**config.mk**
```make
export PLATFORM = sky130hd
export DESIGN_NAME = nic_board_ctrl
export DESIGN_NICKNAME = d
export VERILOG_FILES = /design/src/rtl/nic_board_ctrl.sv
export SDC_FILE = /design/constraint.sdc
export NUM_CORES = 1
export LEC_CHECK = 0
export BUFFER_PORTS_ARGS = -buffer_cell sky130_fd_sc_hd__buf_2
export CAP_MARGIN = 20
export CORE_MARGIN = 5
export CORE_UTILIZATION = 49
export DETAILED_ROUTE_END_ITERATION = 16
export PLACE_DENSITY = 0.9
export SYNTH_ARGS = -nofsm -noshare
export SYNTH_HDL_FRONTEND = slang
export SYNTH_SLANG_ARGS = --single-unit
```
**constraint.sdc**
```tcl
create_clock -name clk -period 3.8 [get_ports clk]
set_clock_uncertainty 0.05 [all_clocks]
set_input_delay 0.95 -clock clk [delete_from_list [all_inputs] [get_ports clk]]
set_output_delay 0.95 -clock clk [all_outputs]
set_load 0.1 [all_outputs]
```
**src/rtl/nic_board_ctrl.sv**
```systemverilog
module nic_board_ctrl (
  input  logic        clk,
  input  logic        rst_n,
  input  logic        bus_wr,
  input  logic [1:0]  bus_addr,
  input  logic [15:0] bus_wdata,
  output logic [15:0] bus_rdata,
  input  logic        ctl_irq_in,
  input  logic [3:0]  hi_addr_strap,
  input  logic        par_evt,
  input  logic [19:0] par_evt_addr,
  input  logic        par_evt_src,
  input  logic        par_evt_lane,
  output logic        board_rst_o,
  output logic        on_air_o,
  output logic        attn_o,
  output logic        aux_bus_en_o,
  output logic        ram256_o,
  output logic        irq_o
);
  logic        rst_q, air_q, attn_q, cie_q, pie_q, aux_q, k256_q;
  logic        flag_q, src_q, lane_q;
  logic [19:0] cap_q;

  logic csr_wr, ack, take, hold;
  logic unused_wbits;

  assign csr_wr = bus_wr && (bus_addr == 2'd0);
  assign ack    = bus_wr && (bus_addr == 2'd1) && bus_wdata[8];
  assign hold   = csr_wr && bus_wdata[15];
  assign take   = par_evt && !flag_q && !rst_q;
  assign unused_wbits = ^{bus_wdata[10:9], bus_wdata[7:6], bus_wdata[3:0]};

  always_ff @(posedge clk) begin
    if (!rst_n) begin
      rst_q  <= 1'b0;
      air_q  <= 1'b0;
      attn_q <= 1'b0;
      cie_q  <= 1'b0;
      pie_q  <= 1'b0;
      aux_q  <= 1'b0;
      k256_q <= 1'b0;
      flag_q <= 1'b0;
      src_q  <= 1'b0;
      lane_q <= 1'b0;
      cap_q  <= '0;
    end else begin
      if (csr_wr) begin
        rst_q  <= bus_wdata[15];
        air_q  <= bus_wdata[14] & ~bus_wdata[15];
        attn_q <= bus_wdata[13] & ~bus_wdata[15];
        cie_q  <= bus_wdata[12] & ~bus_wdata[15];
        pie_q  <= bus_wdata[11] & ~bus_wdata[15];
        aux_q  <= bus_wdata[5];
        k256_q <= bus_wdata[4];
      end
      if (ack) flag_q <= 1'b0;
      if (hold) begin
        flag_q <= 1'b0;
      end else if (take) begin
        flag_q <= 1'b1;
        src_q  <= par_evt_src;
        lane_q <= par_evt_lane;
        cap_q  <= par_evt_addr;
      end
    end
  end

  always_comb begin
    case (bus_addr)
      2'd0:    bus_rdata = {rst_q, air_q, attn_q, cie_q, pie_q, 1'b0, flag_q, ctl_irq_in,
                            2'b00, aux_q, k256_q, hi_addr_strap};
      2'd1:    bus_rdata = {8'h00, src_q, lane_q, 2'b00, cap_q[19:16]};
      2'd2:    bus_rdata = cap_q[15:0];
      default: bus_rdata = 16'h0000;
    endcase
  end

  assign board_rst_o  = rst_q;
  assign on_air_o     = air_q;
  assign attn_o       = attn_q;
  assign aux_bus_en_o = aux_q;
  assign ram256_o     = k256_q;
  assign irq_o        = (ctl_irq_in & cie_q) | (flag_q & pie_q);
endmodule

```
==> impl_metrics.yaml, run 1 <==
run_status:
  status: "finished clean"
timing:
  slew_viol_final: 0
  whs_ns: 0.410
  setup_violations: 0
  post-route-period-util: 0.883
  tightest_slew_ns: 0.824
  hold_viol: 0
  fmaxAchievable_mhz: 298
  finalCriticalPeriod_ns: 3.36
  fin_setup_tns_ns: 0
  slew-limit-headroom: 0.451
  rsz0062_at_grt: "false"
floorplan:
  die_area_um2: 4300
  rows: 20
  die_height_um: 65.6
  io_pins: 71
  coreArea_um2: 3000
  die_w_um: 65.6
  start_util: 0.505
global_routing:
  globalRouteOverflowTotal: 0
  antenna_found_initial: 0
  grt_start_max_net_pins: 53
  grt_pass1_wl_mm: 5.63
  grt_use_total: 0.169
  grt_pass1_vias: 1277
hold_path:
  min-delay-start: "cap_q[12]$_SDFFE_PN0P_"
  hold_path_depth: 2
  worstHoldPathType: "flop to flop"
  min_to: "cap_q[12]$_SDFFE_PN0P_"
clock_tree:
  cts_setup_buffers: 0
  htree_levels: 2
  cts_sinks: 30
  cts_made_buffers: 5
  clk_latency_ns: 0.31
  hold_buffers: 0
  cts_resized: 0
  cts_tree: "yes"
  cts-root-buf: "clkbuf_4"
  clockBufferDepth: 2
  clkTransAtPathRegs_ns: 0.09
critical_path:
  rr_worst_depth: 3
  r2r-start: "flag_q$_SDFFE_PP0P_"
  cp_max_fo: 17
  cp-start-kind: "input pin"
  slowest_delay_ns: 0.51
  r2r_end: "cap_q[3]$_SDFFE_PN0P_"
  crit_buf_inv: 2
  path_delay_family: "buffers and inverters"
  crit_required_ns: 2.80
  crit_type: "input pin to output port"
  crit_slowest_cell: "nor2b_1"
  cp_data_arrival_time_ns: 2.36
  cpMostUsedCell: "buf_2"
  rrSetupSlack_ns: 2.48
  crit_path_end_kind: "output port"
  path_cells: "buf_2, nor2b_1, nand2_1, o21ai_1, buf_2"
routing:
  drt_iter0_drc: 43
  totalWireLength_mm: 3.38
  firstDrtPassIters: 4
  antenna_left: 0
  wire_per_inst_um: 12.7
  post-route-drc-count: 0
  drt-vias-per-instance: 5.05
  vias: 1349
synthesis:
  synth_sequential_area_ratio: 0.396
  netlist_area_um2: 1520
  synthFlopType: "dfxtp_1"
  synth_edf_count: 0
  postSynth.asyncResetShare: 0
  synth-seq-cells: 30
  syn_nets: 224
  syn_inst: 175
  yosys.cell_types.count: 20
  synth.avg_cell_area_um2: 8.66
  yosysWarnings: 0
placement:
  dpl.hpwl_mm: 2.46
  routabilityCongestion: 0.832
  portBuffers: 62
power_and_ir_drop:
  p_per_area_nw_per_um2: 381
  leakage_nw: 0.911
  ir_worst_vdd_uv: 342
cells_and_area:
  fin_nets: 282
  antennaDiodeCount: 0
  drive_above_1_share: 0.325
  fill_cells: 284
  synthToLayoutAreaGrowth_pct: 25.6
job:
  maxCapViolations: 0
-- placed cells by master, fill, tap and decap left out, types with 2 or more instances in the layout --
cell type  instances
nand2_1           58
nor2_1             9
o21ai_1            4
clkbuf_4           5
a22o_1             3
buf_12             2
nand3b_1           4
buf_4              3
dfxtp_1           30
buf_2             60
mux2i_1           35
a21boi_0           7
nor2b_1            3
-- cells by family (layout without fill, tap and decap cells) --
kind of cell / Yosys count / after routing / share of synthesized area
AND/OR/NAND/NOR: 79 / 79 / 0.230
multiplexers: 35 / 35 / 0.231
flip-flops: 30 / 30 / 0.396
AO/OA/AOI/OAI: 16 / 16 / 0.0867
buffers and inverters: 15 / 74 / 0.0553
-- cell type report --
class | count | area (µm²) | area share
clock buffers | 6 | 51.3 | 0.0270
repair buffers | 65 | 363 | 0.191
inverters | 1 | 3.75 | 0.00197
flip-flops and latches | 30 | 601 | 0.316
clock inverters | 2 | 12.5 | 0.00657
multi-input cells | 130 | 831 | 0.437
well taps | 33 | 41.3 | 0.0217
-- flip-flops by register name (all words and copies together), names as in the netlist --
name,cells
pie_q,1
cie_q,1
aux_bus_en_o,1
lane_q,1
flag_q,1
on_air_o,1
attn_o,1
cap_q,20
src_q,1
ram256_o,1
board_rst_o,1
-- layer usage --
| metal | GRT usage | wire (µm) | vias to the layer above |
|---|---|---|---|
| li1 | - | - | 697 |
| met1 | 0.208 | 1430 | 612 |
| met2 | 0.273 | 1670 | 34 |
| met3 | 0.0462 | 200 | 6 |
| met4 | 0.0777 | 75 | 0 |
| met5 | 0 | 0 | - |
-- worst register-to-register path: cells and delay by family, from the launching register on --
family          cells  cell delay (ns)
compound gates      1             0.31
buf+inv             1             0.30
flops               1             0.38
mux                 1             0.22
-- cell usage after synthesis (3+ instances only) --
master / count / area (µm²)
dfxtp_1: 30 / 601
nor2b_1: 3 / 18.8
o21ai_0: 5 / 25.0
nand2_1: 58 / 218
clkbuf_1: 9 / 33.8
buf_6: 3 / 33.8
nand3b_1: 4 / 30.0
a22o_1: 3 / 26.3
mux2i_1: 35 / 350
nor2_1: 9 / 33.8
a21boi_0: 7 / 52.6
-- metrics by stage --
step                power (mW)  area [µm²]  utilization  cells  setup WS [ns]
floorplan                0.495        1520            -    175         0.0198
global placement         0.536        1840        0.613    259          0.414
detailed placement       0.539        1840        0.613    259          0.409
CTS                      0.736        1900        0.634    267          0.406
global route             0.767        1900        0.634    267          0.270
finish                   0.725        1900        0.634    267          0.444
-- where the power goes --
part / switching, mW / total [mW] / internal, mW
Combinational: 0.126 / 0.185 / 0.0594
Sequential: 0.0110 / 0.345 / 0.334
Clock: 0.106 / 0.195 / 0.0889
-- worst max-delay path by stage --
stage	from	end	slack (ns)	cells past startpoint
CTS	bus_addr[1]	bus_rdata[1]	0.41	5
floorplan	bus_addr[1]	bus_rdata[2]	0.02	4
finish	bus_addr[1]	bus_rdata[3]	0.44	5
global placement	bus_addr[1]	bus_rdata[3]	0.41	5
detailed placement	bus_addr[1]	bus_rdata[1]	0.41	5
global route	bus_addr[1]	bus_rdata[2]	0.27	5
No activity file was read; power rests on OpenSTA's default activity.
==> inputs of run 2 (changes only) <==
- RECOVER_POWER: unset -> 100
- TNS_END_PERCENT: unset -> 1
==> impl_metrics.yaml, run 2 (synthesis gave the netlist of run 1 again) <==
power_and_ir_drop:
  internal_power_uw: 526
  seqPwrFrac: 0.448
  p_switching_uw: 244
  p_sw_frac: 0.317
  power.total_uw: 770
  ir_worst_vdd_uv: 254
  p_clk_frac: 0.321
  p_per_area_nw_per_um2: 417
  leakage_nw: 0.833
  power_frac_comb: 0.231
cells_and_area:
  synthToLayoutAreaGrowth_pct: 22.0
  antennaDiodeCount: 0
  regMostFlops: "cap_q"
  final_area_um2: 1850
  fin_nets: 282
  postLayoutCoreUtil: 0.615
  fill_cells: 287
  drive_above_1_share: 0.244
  largest_reg_flops: 20
  final_common_cell: "nand2_1"
  final_cell_mix: "58 x nand2_1, 40 x buf_2, 35 x mux2i_1"
critical_path:
  crit_path_end_kind: "output port"
  crit_required_ns: 2.80
  cp_data_arrival_time_ns: 2.49
  rrSetupSlack_ns: 1.88
  crit_type: "input pin to output port"
  cp-start-kind: "input pin"
  cp_max_fo: 17
global_routing:
  globalRouteOverflowTotal: 0
  grt_pass1_wl_mm: 5.80
  antenna_found_initial: 0
  grt_start_max_net_pins: 53
  grt_pass1_vias: 1342
  grt_use_total: 0.175
floorplan:
  die_area_um2: 4300
  coreArea_um2: 3000
  io_pins: 71
  die_w_um: 65.6
  die_height_um: 65.6
  start_util: 0.505
  rows: 20
timing:
  slew-limit-headroom: 0.215
  setup_violations: 0
  post-route-period-util: 0.918
  tightest_slew_ns: 1.18
  rsz0062_at_grt: "false"
  fmaxAchievable_mhz: 287
  finalCriticalPeriod_ns: 3.49
  hold_viol: 0
  setup_ws_ns: 0.312
  fin_setup_tns_ns: 0
  slew_viol_final: 0
clock_tree:
  cts_setup_buffers: 0
  htree_levels: 2
  cts_made_buffers: 5
  cts_tree: "yes"
  clockBufferDepth: 2
  clk_latency_ns: 0.33
  hold_buffers: 0
  cts-root-buf: "clkbuf_4"
  cts_resized: 0
  clkTransAtPathRegs_ns: 0.08
  cts_sinks: 30
placement:
  post-place-ws_ns: 0.530
  dpl_cell_area_um2: 1840
  routabilityCongestion: 0.819
  dpl.hpwl_mm: 2.52
  portBuffers: 62
routing:
  drt-vias-per-instance: 5.04
  drt_iter0_drc: 49
  antenna_left: 0
  firstDrtPassIters: 4
  post-route-drc-count: 0
  vias: 1346
  totalWireLength_mm: 3.48
  wire_per_inst_um: 13.0
run_status:
  status: "finished clean"
hold_path:
  worstHoldPathType: "flop to flop"
job:
  maxCapViolations: 0
## run 2: metal layers
metal	up-vias	part of all wire	wire length (µm)	global-route usage
met2	39	0.50	1750	0.310
met1	604	0.42	1480	0.193
met5	-	0	0	0
li1	696	-	-	-
met3	7	0.053	184	0.0393
met4	0	0.018	62	0.0933
## run 2: metrics by stage
step	std cells	hold WS [ns]
detailed placement	259	0.401
global placement	259	0.390
floorplan	175	0.380
global route	267	0.429
CTS	267	0.414
finish	267	0.412
## run 2: layout make-up
| type | instances | area [µm²] | area share |
|---|---|---|---|
| repair buffers | 65 | 308 | 0.167 |
| clock inverters | 1 | 30.0 | 0.0162 |
| multi-input cells | 130 | 820 | 0.443 |
| well taps | 33 | 41.3 | 0.0223 |
| clock buffers | 7 | 45.0 | 0.0244 |
| inverters | 1 | 3.75 | 0.00203 |
| flip-flops and latches | 30 | 601 | 0.325 |
## run 2: worst paths after layout
check / start / end / depth (start not counted)
worst max-delay path: bus_addr[1] / bus_rdata[15] / 4
worst min-delay path: cap_q[4]$_SDFFE_PN0P_ / cap_q[4]$_SDFFE_PN0P_ / 2
worst max register to register: flag_q$_SDFFE_PP0P_ / cap_q[14]$_SDFFE_PN0P_ / 3
worst min register to register: cap_q[4]$_SDFFE_PN0P_ / cap_q[4]$_SDFFE_PN0P_ / 2
## run 2: critical path: stages
cell and delay (ns):
buf_2 0.39, mux2i_1 0.14, nor2_1 0.12, clkbuf_1 0.87
## run 2: power groups by stage
| stage | combinational, mW | clock (mW) | sequential, mW |
|---|---|---|---|
| global placement | 0.185 | 0 | 0.351 |
| finish | 0.178 | 0.247 | 0.345 |
| global route | 0.192 | 0.265 | 0.348 |
| detailed placement | 0.187 | 0 | 0.352 |
| floorplan | 0.135 | 0 | 0.360 |
| CTS | 0.187 | 0.256 | 0.345 |
